[src/rtl/bridge_irq_pkg.sv]
package bridge_irq_pkg;

  typedef enum logic [1:0] {
    SEL_LSTAT = 2'd0,
    SEL_MASK  = 2'd1,
    SEL_BSTAT = 2'd2,
    SEL_CFG   = 2'd3
  } reg_sel_e;

  typedef struct packed {
    logic lstat_clr;
    logic mask_ld;
    logic bstat_wr;
    logic cfg_ld;
  } wr_dec_t;

endpackage

[src/rtl/birq_sticky_bulk.sv]
module birq_sticky_bulk #(
  parameter int W = 8
) (
  input  logic         clk,
  input  logic         rst_n,
  input  logic [W-1:0] evt_i,
  input  logic         clr_i,
  output logic [W-1:0] stat_o
);

  logic [W-1:0] stat_q;

  always_ff @(posedge clk or negedge rst_n) begin
    if (!rst_n) stat_q <= '0;
    else        stat_q <= (clr_i ? '0 : stat_q) | evt_i;
  end

  assign stat_o = stat_q;

  // a bit only falls on a bulk clear
  a_r2_sticky: assert property (@(posedge clk) disable iff (!rst_n)
    1'b1 |=> (($past(stat_q) & ~{W{$past(clr_i)}} & ~stat_q) == '0))
    else $error("local status bit dropped without clear");

  // after a clear only same-cycle events remain
  a_r3_bulk_clear: assert property (@(posedge clk) disable iff (!rst_n)
    clr_i |=> ((stat_q & ~$past(evt_i)) == '0))
    else $error("bulk clear left stale bits");

  // event beats clear
  a_r6_evt_wins_bulk: assert property (@(posedge clk) disable iff (!rst_n)
    (|evt_i) |=> ((stat_q & $past(evt_i)) == $past(evt_i)))
    else $error("local event lost");

endmodule

[src/rtl/birq_sticky_w1c.sv]
module birq_sticky_w1c #(
  parameter int W = 4
) (
  input  logic         clk,
  input  logic         rst_n,
  input  logic [W-1:0] evt_i,
  input  logic [W-1:0] clr_i,
  output logic [W-1:0] stat_o
);

  logic [W-1:0] stat_q;

  for (genvar b = 0; b < W; b++) begin : g_bit
    always_ff @(posedge clk or negedge rst_n) begin
      if (!rst_n)        stat_q[b] <= 1'b0;
      else if (evt_i[b]) stat_q[b] <= 1'b1;
      else if (clr_i[b]) stat_q[b] <= 1'b0;
    end
  end

  assign stat_o = stat_q;

  // a flag rises only from its own error pulse
  a_r4_no_spurious: assert property (@(posedge clk) disable iff (!rst_n)
    1'b1 |=> ((stat_q & ~$past(stat_q) & ~$past(evt_i)) == '0))
    else $error("bus flag set without event");

  // only flags written as one may fall
  a_r5_w1c_only: assert property (@(posedge clk) disable iff (!rst_n)
    1'b1 |=> (($past(stat_q) & ~$past(clr_i) & ~stat_q) == '0))
    else $error("bus flag cleared without a one written");

  // event beats write-one-to-clear
  a_r6_evt_wins_w1c: assert property (@(posedge clk) disable iff (!rst_n)
    (|evt_i) |=> ((stat_q & $past(evt_i)) == $past(evt_i)))
    else $error("bus error event lost");

endmodule

[src/rtl/birq_ctl_reg.sv]
module birq_ctl_reg #(
  parameter int W = 8
) (
  input  logic         clk,
  input  logic         rst_n,
  input  logic         ld_i,
  input  logic [W-1:0] d_i,
  output logic [W-1:0] q_o
);

  always_ff @(posedge clk or negedge rst_n) begin
    if (!rst_n)    q_o <= '0;
    else if (ld_i) q_o <= d_i;
  end

endmodule

[src/rtl/birq_out_gate.sv]
module birq_out_gate #(
  parameter int W = 8
) (
  input  logic [W-1:0] stat_i,
  input  logic [W-1:0] mask_i,
  input  logic         en_i,
  output logic         irq_o
);

  logic [W-1:0] live;

  always_comb begin
    live  = stat_i & mask_i;
    irq_o = en_i & (|live);
  end

endmodule

[src/rtl/bridge_irq_unit.sv]
module bridge_irq_unit #(
  parameter int DATA_W  = 16,
  parameter int LOC_W   = 8,
  parameter int ERR_W   = 4,
  parameter int ERR_LSB = 12,
  parameter int EN_BIT  = 10
) (
  input  logic              clk,
  input  logic              rst_n,
  input  logic              reg_wr,
  input  logic              reg_rd,
  input  logic [1:0]        reg_addr,
  input  logic [DATA_W-1:0] reg_wdata,
  output logic [DATA_W-1:0] reg_rdata,
  input  logic [LOC_W-1:0]  local_evt,
  input  logic [ERR_W-1:0]  bus_err_evt,
  output logic              irq_o
);
  import bridge_irq_pkg::*;

  localparam int ERR_MSB = ERR_LSB + ERR_W - 1;

  wr_dec_t          dec;
  reg_sel_e         sel;
  logic [LOC_W-1:0] lstat;
  logic [LOC_W-1:0] mask_q;
  logic [ERR_W-1:0] bstat;
  logic [ERR_W-1:0] bclr;
  logic             en_q;

  always_comb begin
    sel           = reg_sel_e'(reg_addr);
    dec           = '0;
    dec.lstat_clr = reg_wr && (sel == SEL_LSTAT) && (reg_wdata[LOC_W-1:0] == '0);
    dec.mask_ld   = reg_wr && (sel == SEL_MASK);
    dec.bstat_wr  = reg_wr && (sel == SEL_BSTAT);
    dec.cfg_ld    = reg_wr && (sel == SEL_CFG);
    bclr          = dec.bstat_wr ? reg_wdata[ERR_MSB:ERR_LSB] : '0;
  end

  birq_sticky_bulk #(.W(LOC_W)) u_lstat (
    .clk(clk), .rst_n(rst_n), .evt_i(local_evt), .clr_i(dec.lstat_clr), .stat_o(lstat)
  );

  birq_sticky_w1c #(.W(ERR_W)) u_bstat (
    .clk(clk), .rst_n(rst_n), .evt_i(bus_err_evt), .clr_i(bclr), .stat_o(bstat)
  );

  birq_ctl_reg #(.W(LOC_W)) u_mask (
    .clk(clk), .rst_n(rst_n), .ld_i(dec.mask_ld), .d_i(reg_wdata[LOC_W-1:0]), .q_o(mask_q)
  );

  birq_ctl_reg #(.W(1)) u_en (
    .clk(clk), .rst_n(rst_n), .ld_i(dec.cfg_ld), .d_i(reg_wdata[EN_BIT]), .q_o(en_q)
  );

  birq_out_gate #(.W(LOC_W)) u_gate (
    .stat_i(lstat), .mask_i(mask_q), .en_i(en_q), .irq_o(irq_o)
  );

  always_comb begin
    reg_rdata = '0;
    if (reg_rd) begin
      unique case (sel)
        SEL_LSTAT: reg_rdata[LOC_W-1:0]       = lstat;
        SEL_MASK:  reg_rdata[LOC_W-1:0]       = mask_q;
        SEL_BSTAT: reg_rdata[ERR_MSB:ERR_LSB] = bstat;
        SEL_CFG:   reg_rdata[EN_BIT]          = en_q;
        default:   reg_rdata                  = '0;
      endcase
    end
  end

  // output silent while globally disabled
  a_r8_irq_gated: assert property (@(posedge clk) disable iff (!rst_n)
    !en_q |-> !irq_o)
    else $error("irq high while disabled");

  // output needs a pending unmasked event
  a_r9_irq_cause: assert property (@(posedge clk) disable iff (!rst_n)
    irq_o |-> ((lstat & mask_q) != '0))
    else $error("irq high with nothing pending");

  // mask holds when not written
  a_r7_mask_hold: assert property (@(posedge clk) disable iff (!rst_n)
    !dec.mask_ld |=> $stable(mask_q))
    else $error("mask changed without write");

endmodule

[config.mk]
export PLATFORM = sky130hd
export DESIGN_NAME = bridge_irq_unit
export DESIGN_NICKNAME = d
export VERILOG_FILES = /design/src/rtl/bridge_irq_pkg.sv /design/src/rtl/birq_sticky_bulk.sv /design/src/rtl/birq_sticky_w1c.sv /design/src/rtl/birq_ctl_reg.sv /design/src/rtl/birq_out_gate.sv /design/src/rtl/bridge_irq_unit.sv
export SDC_FILE = /design/constraint.sdc
export NUM_CORES = 1
export LEC_CHECK = 0
export BUFFER_PORTS_ARGS = -buffer_cell sky130_fd_sc_hd__buf_2
export CAP_MARGIN = 20
export CORE_MARGIN = 3
export CORE_UTILIZATION = 25
export CTS_CLUSTER_SIZE = 20
export DETAILED_ROUTE_END_ITERATION = 7
export PLACE_DENSITY = 0.5
export SLEW_MARGIN = 30
export SYNTH_ARGS = -nofsm -noshare
export SYNTH_HDL_FRONTEND = slang
export SYNTH_SLANG_ARGS = --single-unit
[constraint.sdc]
create_clock -name clk -period 0.8 [get_ports clk]
set_input_delay 0.08 -clock clk [delete_from_list [all_inputs] [get_ports clk]]
set_output_delay 0.08 -clock clk [all_outputs]
set_load 0.05 [all_outputs]
==> results.yml, run 1 <==
yosys:
  avgSynthCellArea_um2: 11.21
  synth-seq-cells: 21
  netlist_area_um2: 1200
  netlist_instances: 107
  synth_top_area_share_pct: 43.80
  synth-main-ff-cell: "dfrtp_1"
  yosysSeqAreaShare_pct: 43.80
  yosysWarnings: 0
  ys_top_cells_by_count: "21 x dfrtp_1, 16 x nor2_1"
  synth_area_leaders: "dfrtp_1 44%, mux2_4 10%, mux2i_1 6.7%"
  synth_most_common_cell: "dfrtp_1"
  yosysTopAreaCell: "dfrtp_1"
  ys_types: 26
  synth-edff-count: 0
  async_reset_ff_share_pct: 100.0
power_and_ir_drop:
  power.share.switching_pct: 32.96
  comb_power_share_pct: 37.4
  p_leak_nw: 0.8877
  pwr-share-seq_pct: 40.1
  clockPowerShare_pct: 22.5
  p_sw_w: 0.001033
  peakVddDrop_v: 0.0007668
  intPower_w: 0.002101
  powerDensity_nw_per_um2: 1511
  design_power_total_w: 0.003134
detailed_routing:
  wirelength_met1_um: 1566
  route.met3.wl_um: 252
  wl_met2_um: 1529
  drt_iter0_markers: 22
  top_layer: "met4"
  routed_wl_um: 3361
  num_vias: 1106
  first_pass_iters: 4
  drc_errors: 0
  drtAntennaViolNets: 0
  viasPerCell: 4.809
  wl_per_cell_um: 14.61
sta:
  slew_viol_final: 0
  period_share_pct: 168.0
  fin_ws_ns: -0.5441
  finalHoldViolations: 0
  fin_crit_ns: 1.344
  grt_setup_unrepaired: "true"
  skew_ns: 0
  fmax_ghz: 0.7440
  setup-violations-final: 25
clocking:
  root_buffer: "clkbuf_8"
  worstSkewPairLatency_ns: 0.26
  clkTransAtPathRegs_ns: 0.08
  clock-sinks: 21
  clock_path_buffers: 2
  htreeDepth: 1
  numCtsBuffers: 3
  cts_tree: "built"
outcome:
  run_status: "finished with violations"
  violations: "negative setup slack"
worst_hold_path:
  hp-class: "in2reg"
critical_path:
  cp_top_family: "flip-flops"
  path_cells: "a22oi_2, a41oi_4, buf_6"
  cp_slowest_stage_delay_ns: 0.43
  crit_arrival_ns: 1.26
  required_ns: 0.72
  endpoint_kind: "output port"
  start_kind: "flip-flop"
  crit_buf_inv: 1
  crit_fanout: 3
  critPathKind: "reg2out"
  worst_path_max_delay_cell: "dfrtp_1"
final_layout:
  layout.nets: 213
  area_delta_synth_final_pct: 72.89
  drive_gt1_share_pct: 70.79
  fillers: 424
  diodes: 0
  final_area_um2: 2074
place:
  dpl.hpwl_um: 2539
  dpl_worst_slack_ns: -0.3604
  io_buffers: 44
  gp_congestion: 0.7242
  post_dp_cell_area_um2: 1678
floorplanning:
  initial_core_util_pct: 26.64
  die_y_um: 75.28
  io_pins: 51
  dieWidth_um: 75.28
  design.core.area_um2: 4504
  die-area_um2: 5667
  rows: 24
flow_run:
  drv_cap: 0
grt:
  grt_pass1_vias: 1124
  antenna_found_initial: 0
  gr-usage-all-layers_pct: 12.39
  grt_pass1_wl_um: 5306
  overflow: 0
  grt_max_degree: 22
## state kept, by name (all words and copies together) (netlist names)
register and flops:
u_lstat.stat_o 8, u_mask.q_o 8, u_bstat.stat_o 4, u_en.q_o 1
## power by group through the flow
stage | Clock [W] | Sequential [W] | Combinational (W)
2_1_floorplan | 0 | 0.00124 | 0.000675
3_3_place_gp | 0 | 0.00126 | 0.000909
3_5_place_dp | 0 | 0.00127 | 0.000922
4_1_cts | 0.000733 | 0.00125 | 0.00107
5_1_grt | 0.000772 | 0.00127 | 0.00124
6_report | 0.000706 | 0.00126 | 0.00117
## through the flow
stage / instances / hold WS (ns) / setup TNS (ns) / utilization, %
after floorplan: 109 / -0.2156 / -1.503 / -
after global placement: 212 / 0.06838 / -9.454 / 37.25
after detailed placement: 212 / 0.07842 / -10.04 / 37.25
after CTS: 223 / 0.002757 / -5.724 / 42.50
after global routing: 230 / 0.004110 / -6.857 / 46.06
final: 230 / 0.004059 / -5.856 / 46.06
## cells by family after synthesis
kind of cell           share of synthesized area, %
and+or+nand+nor                               22.00
DFF                                           43.80
AOI/OAI and AO/OA                             9.907
muxes                                         17.62
buffers and inverters                         6.360
other                                        0.3125
## area by class of cell
type                    count  area, µm²  share of cell area [%]
flip-flops and latches     21      528.0                   25.45
repair buffers             76      618.1                   29.79
multi-input cells          76      813.3                   39.20
well taps                  52      65.06                   3.136
clock inverters             1      5.005                  0.2413
inverters                   1      3.754                  0.1809
clock buffers               3      41.29                   1.990
## routing by layer
layer,global-route usage (%),vias to the layer above
met4,2.913,0
met2,19.65,45
met5,0,-
li1,-,536
met3,2.537,2
met1,17.35,523
## cell usage in the layout, fill, tap and decap left out, drive strengths merged, types with 2 or more instances in the layout
cell / n
buf: 73
dlygate4sd3: 2
a21o: 4
dfrtp: 21
conb: 3
a22oi: 4
nor2: 16
and2: 4
nor4: 9
mux2i: 8
clkbuf: 4
a31oi: 8
mux2: 9
nand4b: 4
## path summary, 6_finish.rpt
| check | startpoint | slack (ns) | endpoint | depth (start not counted) |
|---|---|---|---|---|
| setup / recovery | u_lstat.stat_o[4] | -0.54 | irq_o | 3 |
| hold / removal | bus_err_evt[3] | 0.004 | u_bstat.stat_o[3] | 2 |
| setup reg to reg | u_mask.q_o[3] | -0.13 | u_mask.q_o[3] | 2 |
| hold reg to reg | u_bstat.stat_o[3] | 0.48 | u_bstat.stat_o[3] | 1 |
| max in group asynchronous | rst_n | 0.28 | u_lstat.stat_o[6] | 2 |
| min in group asynchronous | rst_n | 0.26 | u_en.q_o | 2 |
## worst register-to-register path: cells and delay by family (launching register included)
family,cells,cell delay [ns]
flops,1,0.42
mux,1,0.25
buf+inv,1,0.15
## timing repair
action	CTS	global route
hold buffers	2	0
endpoints found under the setup margin	28	30
setup buffers	7	10
hold endpoints to repair	22	0
resized for setup	39	31
pin swaps	14	6
(Power assumes the default switching activity.)
==> inputs of run 2 (changes only) <==
--- a/config.mk
+++ b/config.mk
@@ -12,6 +12,7 @@
 export CTS_CLUSTER_SIZE = 20
 export DETAILED_ROUTE_END_ITERATION = 7
 export PLACE_DENSITY = 0.5
+export RECOVER_POWER = 50
 export SLEW_MARGIN = 30
 export SYNTH_ARGS = -nofsm -noshare
 export SYNTH_HDL_FRONTEND = slang
==> run 2 against run 1 <==
  * The flow still finishes with violations (negative setup slack)
  * Clock skew unchanged
  * Critical path depth stayed put
  * Clock-buffer cell count unchanged
  * Cell area down 0.12%
  * Critical path type unchanged
  * Highest routed layer unchanged
==> results.yml, run 2 (same netlist as run 1, synthesis figures left out) <==
worst_hold_path:
  worstHoldEndpoint: "u_bstat.stat_o[3]"
  min_path_cells: 2
  hp-class: "in2reg"
  worstHoldStart: "bus_err_evt[3]"
sta:
  fin_crit_ns: 1.342
  fin_ws_ns: -0.5421
  finalSetupTns_ns: -5.840
  grt_setup_unrepaired: "true"
  period_share_pct: 167.8
  skew_ns: 0
  fmax_ghz: 0.7451
  finalHoldViolations: 0
  slew_viol_final: 0
  setup-violations-final: 25
  whs_ns: 0.005715
critical_path:
  rr_worst_depth: 2
  crit_fanout: 3
  path_cells: "a22oi_2, a41oi_4, buf_6"
  worst_path_max_delay_cell: "dfrtp_1"
  start_kind: "flip-flop"
  worstReg2RegStart: "u_mask.q_o[3]"
  r2r_slack_ns: -0.13
  critPathKind: "reg2out"
  endpoint_kind: "output port"
  crit_arrival_ns: 1.26
  cp_slowest_stage_delay_ns: 0.43
  required_ns: 0.72
  rr_endpoint: "u_mask.q_o[3]"
clocking:
  clock-sinks: 21
  numCtsBuffers: 3
  clock_path_buffers: 2
  cts_tree: "built"
  htreeDepth: 1
  root_buffer: "clkbuf_8"
  clkTransAtPathRegs_ns: 0.08
  worstSkewPairLatency_ns: 0.26
final_layout:
  drive_gt1_share_pct: 70.79
  final_cell_mix: "29 x buf_2, 22 x buf_6, 19 x buf_4, 19 x dfrtp_1, 11 x nor2_4"
  mostFrequentLayoutCell: "buf_2"
  final_core_util_pct: 46.00
  fillers: 425
  diodes: 0
  layout.nets: 213
  area_delta_synth_final_pct: 72.68
  finalNonFillerCells: 230
place:
  io_buffers: 44
  placed_cells: 212
  dpl.hpwl_um: 2539
  gp_congestion: 0.7242
power_and_ir_drop:
  powerDensity_nw_per_um2: 1509
  p_leak_nw: 0.8870
  design_power_total_w: 0.003127
  peakVddDrop_v: 0.0007632
outcome:
  violations: "negative setup slack"
  run_status: "finished with violations"
detailed_routing:
  num_vias: 1106
  drc_errors: 0
  drtAntennaViolNets: 0
  first_pass_iters: 4
  routed_wl_um: 3362
  viasPerCell: 4.809
  drt_iter0_markers: 22
  wl_per_cell_um: 14.62
floorplanning:
  rows: 24
  io_pins: 51
  die_y_um: 75.28
  die-area_um2: 5667
  initial_core_util_pct: 26.64
  design.core.area_um2: 4504
  dieWidth_um: 75.28
flow_run:
  drv_cap: 0
grt:
  grt_max_degree: 22
  gr-usage-all-layers_pct: 12.39
  antenna_found_initial: 0
  overflow: 0
  grt_pass1_vias: 1124
  grt_pass1_wl_um: 5306
## run 2: metrics by stage
stage	cell area (µm²)	worst slack, ns
4_1_cts	1914	-0.5463
3_5_place_dp	1678	-0.3604
6_report	2072	-0.5421
5_1_grt	2072	-0.5898
3_3_place_gp	1678	-0.3475
2_1_floorplan	1351	-0.1689
## run 2: how the worst max path moves through the flow
stage / start / end / slack (ns) / depth (start not counted)
final: u_lstat.stat_o[4] / irq_o / -0.54 / 3
after global routing: u_lstat.stat_o[7] / irq_o / -0.59 / 3
after CTS: u_mask.q_o[7] / irq_o / -0.55 / 3
after detailed placement: reg_addr[0] / reg_rdata[14] / -0.36 / 4
after global placement: reg_addr[0] / reg_rdata[13] / -0.35 / 4
after floorplan: u_lstat.stat_o[4] / irq_o / -0.17 / 2
## run 2: worst max-delay path, delay by kind of cell, from the launching register on
kind            cells  cell delay, ns
compound gates      2            0.39
buf+inv             1            0.18
flops               1            0.43
## run 2: metal layers
metal	vias up	share of wire, %	GRT usage (%)
met5	-	0	0
met4	0	0.36	2.913
met3	2	7.5	2.537
met2	45	46	19.65
met1	524	46	17.35
li1	535	-	-
## run 2: repair_timing
action | CTS | global route
setup endpoints to repair | 28 | 30
hold buffers | 2 | 0
endpoints found under the hold margin | 22 | 0
resized for setup | 39 | 31
buffers inserted | 7 | 10
pin swaps | 14 | 6
cloned | 0 | 0
## run 2: layout make-up
class | instances | area (µm²) | share of cell area (%)
clock buffers | 3 | 41.29 | 1.993
clock inverters | 1 | 5.005 | 0.2415
inverters | 1 | 3.754 | 0.1812
multi-input cells | 76 | 813.3 | 39.25
flip-flops and latches | 21 | 528.0 | 25.48
well taps | 52 | 65.06 | 3.140
repair buffers | 76 | 615.6 | 29.71
## run 2: power by group
part / total, W / internal (W) / switching [W]
Combinational: 0.00117 / 0.000598 / 0.000571
Sequential: 0.00126 / 0.00115 / 0.000102
Clock: 0.000701 / 0.000347 / 0.000354
==> inputs of run 3 (changes only) <==
--- a/config.mk
+++ b/config.mk
@@ -7,11 +7,13 @@
 export LEC_CHECK = 0
 export BUFFER_PORTS_ARGS = -buffer_cell sky130_fd_sc_hd__buf_2
 export CAP_MARGIN = 20
+export CELL_PAD_IN_SITES_DETAIL_PLACEMENT = 1
+export CELL_PAD_IN_SITES_GLOBAL_PLACEMENT = 1
 export CORE_MARGIN = 3
 export CORE_UTILIZATION = 25
 export CTS_CLUSTER_SIZE = 20
 export DETAILED_ROUTE_END_ITERATION = 7
-export PLACE_DENSITY = 0.5
+export PLACE_DENSITY = 0.62
 export RECOVER_POWER = 50
 export SLEW_MARGIN = 30
 export SYNTH_ARGS = -nofsm -noshare
==> run 3 against run 2 <==
  * The flow still finishes with violations (negative setup slack)
  * Sequential share of layout area down 0.86 points
  * Global-route usage up 2.0 points
  * Core utilization up 2.4 points
  * Critical path depth unchanged
  * Clock-buffer cell count unchanged
  * Wire length up 22%
  * Critical path type unchanged
  * Critical endpoint unchanged
  * Largest cell class unchanged
  * Largest power group unchanged
  * Highest routed layer unchanged
==> results.yml, run 3 (same netlist as run 1, synthesis figures left out) <==
critical_path:
  r2r_slack_ns: -0.23
  required_ns: 0.72
  path_cells: "a22oi_2, a41oi_4, buf_6"
  critPathKind: "reg2out"
  crit_fanout: 3
  rr_worst_depth: 3
  endpoint: "irq_o"
  cp_slowest_stage_delay_ns: 0.45
  crit_arrival_ns: 1.28
  rr_endpoint: "u_mask.q_o[6]"
  endpoint_kind: "output port"
  worst_path_max_delay_cell: "dfrtp_2"
  worstReg2RegStart: "u_mask.q_o[6]"
  start_kind: "flip-flop"
  cp-startpoint: "u_lstat.stat_o[7]"
floorplanning:
  die-area_um2: 5667
  design.core.area_um2: 4504
  io_pins: 51
  dieWidth_um: 75.28
  initial_core_util_pct: 26.64
  rows: 24
  die_y_um: 75.28
detailed_routing:
  first_pass_iters: 4
  drc_errors: 0
  wl_per_cell_um: 17.33
  drtAntennaViolNets: 0
  drt_iter0_markers: 17
  viasPerCell: 4.945
  routed_wl_um: 4089
  num_vias: 1167
power_and_ir_drop:
  power.share.switching_pct: 34.09
  p_leak_nw: 0.9182
  peakVddDrop_v: 0.0004879
  intPower_w: 0.002134
  powerDensity_nw_per_um2: 1486
  clockPowerShare_pct: 23.1
  design_power_total_w: 0.003239
  p_sw_w: 0.001104
  comb_power_share_pct: 37.5
  pwr-share-seq_pct: 39.5
sta:
  fmax_ghz: 0.7346
  tightestPinTransition_ns: 0.5052
  period_share_pct: 170.2
  max-slew-margin-rel_pct: 66.32
  finalSetupTns_ns: -6.498
  skew_ns: 0
  slew_viol_final: 0
  setup-violations-final: 28
  finalHoldViolations: 0
  fin_crit_ns: 1.361
  fin_ws_ns: -0.5613
  grt_setup_unrepaired: "true"
worst_hold_path:
  hp-class: "in2reg"
clocking:
  worstSkewPairLatency_ns: 0.27
  clkTransAtPathRegs_ns: 0.08
  clock-sinks: 21
  clock_path_buffers: 2
  cts_tree: "built"
  numCtsBuffers: 3
  root_buffer: "clkbuf_8"
  htreeDepth: 1
final_layout:
  mostFrequentLayoutCell: "buf_2"
  diodes: 0
  final_cell_mix: "29 x buf_2, 22 x buf_6, 21 x buf_4, 14 x nor2_4, 12 x dfrtp_1"
  multi_input_area_um2: 852.1
  seq_area_um2: 536.8
  drive_gt1_share_pct: 73.91
  final_core_util_pct: 48.39
  fillers: 495
  layout.nets: 219
  finalNonFillerCells: 236
  area_delta_synth_final_pct: 81.65
grt:
  overflow: 0
  antenna_found_initial: 0
  grt_max_degree: 22
  grt_pass1_wl_um: 6134
  gr-usage-all-layers_pct: 14.43
  grt_pass1_vias: 1289
place:
  dpl_worst_slack_ns: -0.3829
  io_buffers: 44
  placed_cells: 216
  dpl.hpwl_um: 2901
  gp_congestion: 0.7185
outcome:
  violations: "negative setup slack"
  run_status: "finished with violations"
flow_run:
  drv_cap: 0
[run 3: cell types whose count changed in the layout (fill, tap and decap cells not counted), moves of 2 or more]
cell           previous run  this run
nor2_2                    4         1
buf_4                    19        21
nor2_4                   11        14
dlygate4sd3_1             2         5
dfrtp_2                   2         9
mux2i_4                   3         5
dfrtp_1                  19        12
mux2i_2                   5         2
[run 3: power groups by stage]
stage | clock network [W] | registers, W | logic (W)
6_report | 0.000747 | 0.00128 | 0.00121
5_1_grt | 0.000812 | 0.00130 | 0.00128
4_1_cts | 0.000768 | 0.00127 | 0.00112
3_5_place_dp | 0 | 0.00127 | 0.000947
3_3_place_gp | 0 | 0.00126 | 0.000921
2_1_floorplan | 0 | 0.00124 | 0.000675
[run 3: final cells by class]
cell class                 instances  share of cell area [%]
clock buffer                       3                   1.894
clock inverter                     1                  0.2296
inverter                           1                  0.1722
multi-input combinational         76                   39.09
sequential                        21                   24.63
tap                               52                   2.985
timing repair buffer              82                   31.00
[run 3: per-layer routing]
layer / up-vias / part of all wire [%] / GRT usage (%)
met5: - / 0 / 0
met4: 0 / 1.3 / 4.660
met3: 5 / 5.0 / 1.335
met2: 47 / 51 / 26.27
met1: 569 / 42 / 17.76
li1: 546 / - / -
[run 3: critical path, delay by kind of cell, from the launching register on]
family / cells / cell delay, ns
AO/OA/AOI/OAI: 2 / 0.38
buffers and inverters: 1 / 0.18
flip-flops: 1 / 0.45
[run 3: timing repair]
item,CTS,global route
setup endpoints to repair,30,32
gates resized for setup,50,35
setup buffers,11,11
cloned,0,0
pin swaps,17,8
hold buffers,5,0
hold endpoints to repair,25,0
[run 3: worst min-delay path by stage]
stage | cells after the start | end | slack (ns) | start
after global placement | 1 | u_en.q_o | 0.06 | rst_n
after floorplan | 0 | u_bstat.stat_o[0] | -0.22 | rst_n
final | 2 | u_en.q_o | 0.04 | reg_wdata[10]
after CTS | 2 | u_en.q_o | 0.04 | reg_wdata[10]
after detailed placement | 1 | u_en.q_o | 0.08 | rst_n
after global routing | 2 | u_en.q_o | 0.05 | reg_wdata[10]
[run 3: metrics by stage]
| step | cell area, µm² | hold slack, ns |
|---|---|---|
| 2_1_floorplan | 1351 | -0.2156 |
| 3_3_place_gp | 1708 | 0.06228 |
| 3_5_place_dp | 1708 | 0.08107 |
| 4_1_cts | 2021 | 0.04349 |
| 5_1_grt | 2180 | 0.04671 |
| 6_report | 2180 | 0.04211 |
